[src/rtl/filt_pkg.sv]
package filt_pkg;
    typedef enum logic [1:0] {
        ST_IDLE = 2'd0,
        ST_ADDR = 2'd1,
        ST_DONE = 2'd2
    } fsm_t;

    localparam int CMD_W      = 5;
    localparam int CMD_UNI    = 0;
    localparam int CMD_MULTI  = 1;
    localparam int CMD_BCAST  = 2;
    localparam int CMD_INVERT = 3;
    localparam int CMD_CMP_EN = 4;

    localparam int MAC_W      = 48;
    localparam int HOLD_BYTES = 5;
endpackage

[src/rtl/filt_regs.sv]
module filt_regs
    import filt_pkg::*;
#(
    parameter int N      = 16,
    parameter int ADDR_W = 8
) (
    input  logic                    clk,
    input  logic                    rst_n,
    input  logic                    wr_en,
    input  logic [ADDR_W-1:0]       addr,
    input  logic [31:0]             wdata,
    input  logic                    snap_load,
    output logic [CMD_W-1:0]        snap_cmd,
    output logic [N-1:0]            snap_en,
    output logic [N-1:0][MAC_W-1:0] snap_tab
);
    localparam logic [ADDR_W-1:0] OFF_CMD = ADDR_W'(0);
    localparam logic [ADDR_W-1:0] OFF_EN  = ADDR_W'(4);

    logic [CMD_W-1:0]        live_cmd;
    logic [N-1:0]            live_en;
    logic [N-1:0][MAC_W-1:0] live_tab;

    always_ff @(posedge clk or negedge rst_n) begin
        if (!rst_n) begin
            live_cmd <= '0;
            live_en  <= '0;
        end else if (wr_en) begin
            if (addr == OFF_CMD) live_cmd <= wdata[CMD_W-1:0];
            if (addr == OFF_EN)  live_en  <= wdata[N-1:0];
        end
    end

    for (genvar n = 0; n < N; n++) begin : g_entry
        localparam logic [ADDR_W-1:0] OFF_HI = ADDR_W'(8 + 8 * n);
        localparam logic [ADDR_W-1:0] OFF_LO = ADDR_W'(12 + 8 * n);
        always_ff @(posedge clk or negedge rst_n) begin
            if (!rst_n) begin
                live_tab[n] <= '0;
            end else if (wr_en) begin
                if (addr == OFF_HI) live_tab[n][47:16] <= wdata;
                if (addr == OFF_LO) live_tab[n][15:0]  <= wdata[31:16];
            end
        end
    end

    always_ff @(posedge clk or negedge rst_n) begin
        if (!rst_n) begin
            snap_cmd <= '0;
            snap_en  <= '0;
            snap_tab <= '0;
        end else if (snap_load) begin
            snap_cmd <= live_cmd;
            snap_en  <= live_en;
            snap_tab <= live_tab;
        end
    end
endmodule

[src/rtl/filt_cam.sv]
module filt_cam
    import filt_pkg::*;
#(
    parameter int N = 16
) (
    input  logic [N-1:0][MAC_W-1:0] tab,
    input  logic [N-1:0]            en,
    input  logic [MAC_W-1:0]        dest,
    output logic                    hit
);
    logic [N-1:0] match;

    for (genvar n = 0; n < N; n++) begin : g_cmp
        assign match[n] = en[n] && (tab[n] == dest);
    end

    assign hit = |match;
endmodule

[src/rtl/filt_fsm.sv]
module filt_fsm
    import filt_pkg::*;
(
    input  logic                 clk,
    input  logic                 rst_n,
    input  logic                 rx_sof,
    input  logic                 rx_byte_vld,
    input  logic [7:0]           rx_byte,
    output logic                 snap_load,
    output logic                 last_byte,
    output logic [MAC_W-9:0]     head,
    output fsm_t                 state
);
    localparam logic [2:0] LAST_IDX = 3'(HOLD_BYTES);

    fsm_t       nxt;
    logic [2:0] cnt;
    logic [HOLD_BYTES-1:0][7:0] hold;
    logic       sof_now;

    assign sof_now = rx_sof && rx_byte_vld;

    always_comb begin
        nxt = state;
        if (sof_now) begin
            nxt = ST_ADDR;
        end else begin
            unique case (state)
                ST_IDLE: nxt = ST_IDLE;
                ST_ADDR: if (rx_byte_vld && cnt == LAST_IDX) nxt = ST_DONE;
                ST_DONE: nxt = ST_DONE;
                default: nxt = ST_IDLE;
            endcase
        end
    end

    always_ff @(posedge clk or negedge rst_n) begin
        if (!rst_n) state <= ST_IDLE;
        else        state <= nxt;
    end

    always_ff @(posedge clk or negedge rst_n) begin
        if (!rst_n) begin
            cnt  <= '0;
            hold <= '0;
        end else if (sof_now) begin
            hold    <= '0;
            hold[0] <= rx_byte;
            cnt     <= 3'd1;
        end else if (state == ST_ADDR && rx_byte_vld && cnt < LAST_IDX) begin
            hold[cnt] <= rx_byte;
            cnt       <= cnt + 3'd1;
        end
    end

    assign snap_load = sof_now;
    assign last_byte = !sof_now && state == ST_ADDR && rx_byte_vld && cnt == LAST_IDX;
    assign head      = {hold[0], hold[1], hold[2], hold[3], hold[4]};
endmodule

[src/rtl/eth_addr_filter.sv]
module eth_addr_filter
    import filt_pkg::*;
#(
    parameter int NUM_ENTRIES = 16,
    parameter int ADDR_W      = $clog2(8 + 8 * NUM_ENTRIES)
) (
    input  logic              clk,
    input  logic              rst_n,
    input  logic              reg_wr_en,
    input  logic [ADDR_W-1:0] reg_addr,
    input  logic [31:0]       reg_wdata,
    input  logic              rx_sof,
    input  logic              rx_byte_vld,
    input  logic [7:0]        rx_byte,
    output logic              dec_valid,
    output logic              dec_accept
);
    logic [CMD_W-1:0]                  snap_cmd;
    logic [NUM_ENTRIES-1:0]            snap_en;
    logic [NUM_ENTRIES-1:0][MAC_W-1:0] snap_tab;
    logic                              snap_load;
    logic                              last_byte;
    logic [MAC_W-9:0]                  head;
    fsm_t                              state;
    logic [MAC_W-1:0]                  dest;
    logic                              hit;
    logic                              is_bcast;
    logic                              is_multi;
    logic                              class_ok;
    logic                              accept_now;

    filt_regs #(.N(NUM_ENTRIES), .ADDR_W(ADDR_W)) u_regs (
        .clk(clk), .rst_n(rst_n), .wr_en(reg_wr_en), .addr(reg_addr),
        .wdata(reg_wdata), .snap_load(snap_load), .snap_cmd(snap_cmd),
        .snap_en(snap_en), .snap_tab(snap_tab)
    );

    filt_fsm u_fsm (
        .clk(clk), .rst_n(rst_n), .rx_sof(rx_sof), .rx_byte_vld(rx_byte_vld),
        .rx_byte(rx_byte), .snap_load(snap_load), .last_byte(last_byte),
        .head(head), .state(state)
    );

    assign dest = {head, rx_byte};

    filt_cam #(.N(NUM_ENTRIES)) u_cam (
        .tab(snap_tab), .en(snap_en), .dest(dest), .hit(hit)
    );

    always_comb begin
        is_bcast = (dest == {MAC_W{1'b1}});
        is_multi = !is_bcast && dest[MAC_W-8];
        if (is_bcast)      class_ok = snap_cmd[CMD_BCAST];
        else if (is_multi) class_ok = snap_cmd[CMD_MULTI];
        else               class_ok = snap_cmd[CMD_UNI];
        accept_now = class_ok ||
                     (snap_cmd[CMD_CMP_EN] && (hit ^ snap_cmd[CMD_INVERT]));
    end

    always_ff @(posedge clk or negedge rst_n) begin
        if (!rst_n) begin
            dec_valid  <= 1'b0;
            dec_accept <= 1'b0;
        end else begin
            dec_valid  <= last_byte;
            dec_accept <= last_byte && accept_now;
        end
    end
endmodule

[config.mk]
export PLATFORM = sky130hd
export DESIGN_NAME = eth_addr_filter
export DESIGN_NICKNAME = d
export VERILOG_FILES = /design/src/rtl/filt_pkg.sv /design/src/rtl/filt_regs.sv /design/src/rtl/filt_cam.sv /design/src/rtl/filt_fsm.sv /design/src/rtl/eth_addr_filter.sv
export SDC_FILE = /design/constraint.sdc
export NUM_CORES = 2
export LEC_CHECK = 0
export ABC_AREA = 1
export BUFFER_PORTS_ARGS = -buffer_cell sky130_fd_sc_hd__buf_2
export CORE_MARGIN = 3
export CORE_UTILIZATION = 35
export DETAILED_ROUTE_END_ITERATION = 10
export GPL_TIMING_DRIVEN = 0
export PLACE_DENSITY_LB_ADDON = 0.3
export SLEW_MARGIN = 20
export SYNTH_ARGS = -nofsm -noshare
export SYNTH_HDL_FRONTEND = slang
export SYNTH_SLANG_ARGS = --single-unit
[constraint.sdc]
create_clock -name clk -period 4.14 [get_ports clk]
set_input_delay 0.621 -clock clk [delete_from_list [all_inputs] [get_ports clk]]
set_output_delay 0.621 -clock clk [all_outputs]
set_load 0.03 [all_outputs]
# After elaboration in Yosys (flattened, before gate mapping)
# Index checks and enable logic that the tools add are counted.
# totals
output_inout_bits	2
in_bits	53
reg_bits	1625
wordCells	199
# op_classes
muxes	12
addsub	1
reduce_logical	67
eq_ne	54
order_cmp	3
n_bitwise	1
# op_table
operator	count
48-bit == test	16
8-bit by 7-bit == test with 1-bit output (second input constant)	16
40-bit two-way mux	2
2-bit AND reduction	34
8-bit by 6-bit == test with 1-bit output (second input constant)	8
48-bit == test (second input constant)	1
40-bit bitwise mux	1
8-bit by 5-bit == test with 1-bit output (second input constant)	4
1-bit logical AND	27
8-bit demux with 3-bit select	1
8-bit by 4-bit == test with 1-bit output (second input constant)	2
8-bit == test (second input constant)	2
16-bit OR reduction	1
8-bit by 3-bit == test with 1-bit output (second input constant)	1
8-bit logical NOT	1
8-bit two-way mux	1
3-bit two-way mux	2
3-bit by 4-bit < comparator with 1-bit output (second input constant)	1
2-bit two-way mux	2
2-bit one-hot mux with 2 select lines	1
3-bit by 1-bit adder with 3-bit output (second input constant)	1
3-bit == test (second input constant)	1
3-bit by 1-bit greater-or-equal comparator with 1-bit output (second input constant)	1
3-bit < comparator (second input constant)	1
other kinds (8)	10

# Logic depth before layout (Yosys ltp)
# logic_depth
word_depth	7
depth_mapped	18
mapped_depth_nobuf	16

# Hierarchy
# From an unflattened synthesis, not the netlist that was laid out.
# unflattened
cells_unflattened	8852
hier_area_um2	75524.9
# by_module_without_submodules
module	cells_each	seq_area_each_um2	area_per_inst_um2	n_inst
filt_regs	5732	39487.9	60759.5	1
filt_cam	2841	0.0	12468.2	1
filt_fsm	222	1126.1	2011.9	1
eth_addr_filter	57	50.0	285.3	1

# Worst setup path before layout
# No wires, ideal clock.
# synth_timing
kind	input to register
start	input rx_byte[5]
end	register dec_accept
path_slack_ns	2.189
setup_ns	0.077
t_required_ns	4.063
stages	17
path_buffers	2
arrival_time_ns	1.874
path_cell_list	buf_4 > inv_4 > buf_2 > o21ai_0 > nor2_1 > nand2_1 > nor2_1 > nand2_1 > nor2_1 > nand2_1 > nand2_1 > nor2_1 > nand2_2 > nor2_1 > nand2_1 > nand3_1 > a21oi_1
# synth_between
elab_chain_cells	7
word_cells_on_any_way	42
classes_between	eq/ne: 17; mux: 2; bitwise: 1; reduce/logical: 22
# synth_lines
element	line	source
start, declared	eth_addr_filter.sv:14	input logic [7:0] rx_byte,
48-bit == test (on tied branches)	filt_cam.sv:14, eth_addr_filter.sv:51	
1-bit logical AND / 1-bit logical NOT (equally long branches)	filt_cam.sv:14, eth_addr_filter.sv:52	
16-bit OR reduction / 1-bit logical AND (equally long branches)	filt_cam.sv:17, eth_addr_filter.sv:52	
1-bit bitwise XOR / 1-bit two-way mux (equally long branches)	eth_addr_filter.sv:57, eth_addr_filter.sv:54	
1-bit logical AND / 1-bit two-way mux (equally long branches)	eth_addr_filter.sv:57, eth_addr_filter.sv:53	
1-bit logical OR *	eth_addr_filter.sv:56	accept_now = class_ok ||
1-bit logical AND *	eth_addr_filter.sv:66	dec_accept <= last_byte && accept_now;
end signal, assigned	eth_addr_filter.sv:66	
end, declared	eth_addr_filter.sv:16	output logic dec_accept
# Every way passes the cells marked *; elsewhere a longest branch is shown, timed or not.
# A chain may end at the register's enable or synchronous reset.

# Worst setup path in the final report
# layout_timing
start	register u_fsm.hold (netlist bit u_fsm.head[1])
end	register dec_accept
# layout_between
elab_chain_cells	7
word_cells_on_any_way	42
classes_between	eq/ne: 17; mux: 2; bitwise: 1; reduce/logical: 22
# layout_lines
element	line	source
start, declared	filt_fsm.sv:18	logic [HOLD_BYTES-1:0][7:0] hold;
start signal, assigned by index	filt_fsm.sv:51	hold[cnt] <= rx_byte;
48-bit == test (on tied branches)	filt_cam.sv:14, eth_addr_filter.sv:51	
1-bit logical AND / 1-bit logical NOT (equally long branches)	filt_cam.sv:14, eth_addr_filter.sv:52	
16-bit OR reduction / 1-bit logical AND (equally long branches)	filt_cam.sv:17, eth_addr_filter.sv:52	
1-bit bitwise XOR / 1-bit two-way mux (equally long branches)	eth_addr_filter.sv:57, eth_addr_filter.sv:54	
1-bit logical AND / 1-bit two-way mux (equally long branches)	eth_addr_filter.sv:57, eth_addr_filter.sv:53	
1-bit logical OR *	eth_addr_filter.sv:56	
1-bit logical AND *	eth_addr_filter.sv:66	
# Marked as above.

==> run summary <==
# nets final - 8,963
Element type at the critical path start - flop
PnR Total Power - 41.0 mW
Grt ovf - 0
Max Root-Sink Buffers - 3
Synth cell types - 31
Top fanout value on the critical path - 10
Layout Cells excl Fill - 11,767
# setup viols final - 1
Port Buffers - 31
Setup WS post-layout - -218 ps
Sequential fraction of the synthesis area - 57.4%
Reg2reg path depth - 15
R2R setup slack - -220 ps
Worst Setup End Kind - flop
Fin. max-slew vios - 0
WHS Endpoint - u_regs.live_tab[119]
Largest stage delay on the critical path - 950 ps
Synth Warn # - 0
Layout cells sized above 1 - 6.56%
CTS root buf - clkbuf_16
Die area - 208,000 um2
Cts bufs inserted - 178
Max-Cap Viols - 0
Worst-Skew Late Latency - 860 ps
Max VDD drop - 433 uV
Period Utilization, post-route - 105%
Antenna violations before repair - 72
Tot GR Track Use - 35.7%
Row cnt - 164
Clock transition at path regs - 70 ps
Iter 0 DRT Violations - 10,657
Placed Instances - 11,382
Detail Placement HPWL - 258 mm
Mapped Area - 70,800 um2
First-pass GRT wire length - 510 mm
Initial Utilization - 35.3%
Clock Skew - 37.0 ps
Final hold violations - 0
Ports - 55
Failing checks - negative setup slack
Fmax achieved - 229 MHz
Status - finished with violations
CORE AREA - 200,000 um2
Final wirelength - 380 mm
Worst Path Required - 4850 ps
HP Class - primary input to flop
Buf+Inv Stages, Crit Path - 1
FF+latch count, synth - 1,625
Final hold slack - 60.9 ps
WL/cell - 32.3 um
CTS tree - built
Post-route DRC - 0
Pwr dens - 504 nW/um2
Drt via density - 5.67
Syn Nets - 8,729
Die Wd - 456 um
Fin crit period - 4360 ps
Hold Startpoint - reg_wdata[7]
Critical path's slowest cell - dfrtp_1
CP most frequent cell - nand2_1
Remaining antenna violation count - 0
Delay-heaviest family, CP - simple AND/OR/NAND/NOR gates
Relative slew margins - 7.54%
Worst r2r src - u_fsm.head[1]
Cell count after synthesis - 8,673
Final Core Density - 40.6%
RR Endpoint - dec_accept
WHS Path Cells - 3
Setup Buffers After CTS - 0
Worst Max-Slew Pin Slew - 1380 ps
Setup TNS - -218 ps
Die H - 456 um
Unrepaired setup endpoints after global routing - no
# clock sinks - 1,625
Via count - 66,696
Leakage - 39.8 nW
Crit path arrival time - 5070 ps
Pre-Repair DR Iteration Count - 7
Area delta synth->final - 14.8%
WS Path Type - flop to flop
Largest net degree at the start of global routing - 141
Worst path cell trace - buf_2 -> nand2_1 -> nand2_1 -> nor2_1 -> nand2_1 -> nor2_1 -> nand2_1 -> nor2_1 -> nand2_1 -> nand2_1 -> nor2_1 -> nand2_2 -> o21ai_1 -> nand3_1 -> a21oi_1
GPL Wtd Cong - 1.06
Number of H-tree levels - 4
Synth Area per Inst - 8.17 um2
Vias in the first global route - 60,097
==> cells by family after synthesis <==
family                   synth area share [%]
AND/OR/NAND/NOR                          22.3
AO/OA/AOI/OAI                            11.3
flip-flops                               57.4
buffers and inverters                    6.28
adder cells (fa/ha/maj)                0.0530
XOR/XNOR                                 2.63
==> Yosys cell counts <==
cell | count | share of area [%]
nor3_2 | 4 | 0.057
nor4_2 | 1 | 0.018
xnor2_1 | 151 | 1.9
a21oi_2 | 1 | 0.012
nor3_1 | 7 | 0.049
nor3b_2 | 1 | 0.018
clkbuf_1 | 374 | 2.0
nor4_1 | 3 | 0.026
clkinv_1 | 2 | 0.011
o22ai_1 | 63 | 0.56
a21oi_1 | 10 | 0.071
inv_1 | 518 | 2.7
dfrtp_1 | 1625 | 57
nand4_1 | 16 | 0.14
buf_6 | 9 | 0.14
buf_2 | 53 | 0.37
inv_4 | 9 | 0.079
ha_1 | 3 | 0.053
a211oi_1 | 2 | 0.021
o21ai_0 | 1379 | 9.7
nand2_1 | 3632 | 19
nand2_2 | 1 | 0.0088
buf_1 | 10 | 0.053
inv_2 | 38 | 0.20
xor2_1 | 62 | 0.77
buf_4 | 65 | 0.69
nand3_1 | 39 | 0.28
nor2_2 | 2 | 0.018
a22o_1 | 1 | 0.012
nor2_1 | 468 | 2.5
o21ai_1 | 124 | 0.88
==> area by class of cell <==
class,instances,area [um2]
Fill cell,20323,119000
Sequential cell,1625,40700
Multi-Input combinational cell,5970,25700
Clock buffer,254,5190
Tap cell,2656,3320
Buffer,511,2380
Inverter,567,2150
Clock inverter,73,966
Timing Repair Buffer,54,739
Antenna cell,57,143
==> routing by layer <==
metal	part of all wire (%)	global-route usage [%]
met5	0.078	0.390
met4	7.9	24.8
met3	14	14.3
met2	40	48.9
met1	38	45.8
==> sequential cells by signal, summed over array words and instances (netlist names) <==
signal and flops:
u_regs.live_tab 768, u_regs.snap_tab 768, u_fsm.head 40, u_regs.live_en 16
u_regs.snap_en 16, u_regs.live_cmd 5, u_regs.snap_cmd 5, u_fsm.cnt 3
u_fsm.state 2, dec_accept 1, dec_valid 1
==> worst reg2reg max path, delay by kind of cell, from the launching register on <==
kind                   cells  cell delay, ps
AND/OR/NAND/NOR           12            1810
flip-flops                 1             950
buffers and inverters      1             900
AO/OA/AOI/OAI              2             540
==> stage by stage <==
| stage | setup WS [ps] | area (um2) |
|---|---|---|
| after global placement | -34380 | 74300 |
| after global routing | 15.9 | 81200 |
| final | -218 | 81300 |
| after detailed placement | -112 | 75000 |
| after floorplan | 2190 | 70800 |
| after CTS | 101 | 81200 |
==> cell usage in the layout (no fill, tap or decap), types with 8 or more instances in the layout <==
master      netlist  final
diode_2           0     57
xor2_1           62     62
clkbuf_16         0    181
nand4_1          16     16
buf_4            65     66
clkbuf_1        374    346
xnor2_1         151    150
o22ai_1          63     63
a21oi_1          10     10
inv_2            38     38
nand2_1        3632   3632
clkinvlp_4        0      8
buf_16            0     17
inv_1           518    518
o21ai_1         124    124
clkinv_2          0     31
dfrtp_1        1625   1625
nand3_1          39     39
nor2_1          468    468
buf_6             9     10
clkbuf_2          0     62
o21ai_0        1379   1379
buf_1            10     10
bufinv_16         0     19
inv_4             9      9
buf_2            53     82
clkbuf_8          0     39
==> worst max path at each step <==
stage	from	end	slack, ps	depth (start not counted)
floorplan	rx_byte[5]	dec_accept	2190	17
global placement	rst_n	u_regs.live_tab[78]	-34380	1
detailed placement	rx_byte[6]	dec_accept	-110	17
CTS	u_fsm.head[1]	dec_accept	100	15
global route	u_fsm.head[1]	dec_accept	20	15
finish	u_fsm.head[1]	dec_accept	-220	15
==> timing repair <==
item                                    CTS  global route
endpoints found under the hold margin    68             0
resized for setup                         1             0
endpoints found under the setup margin    1             0
hold buffers                              1             0
==> report_power, final <==
part           switching [mW]  internal (mW)
registers               0.973           16.9
clock network            7.14           9.94
logic                    4.63           1.41
Note: power is estimated with default switching activity, not from simulation.
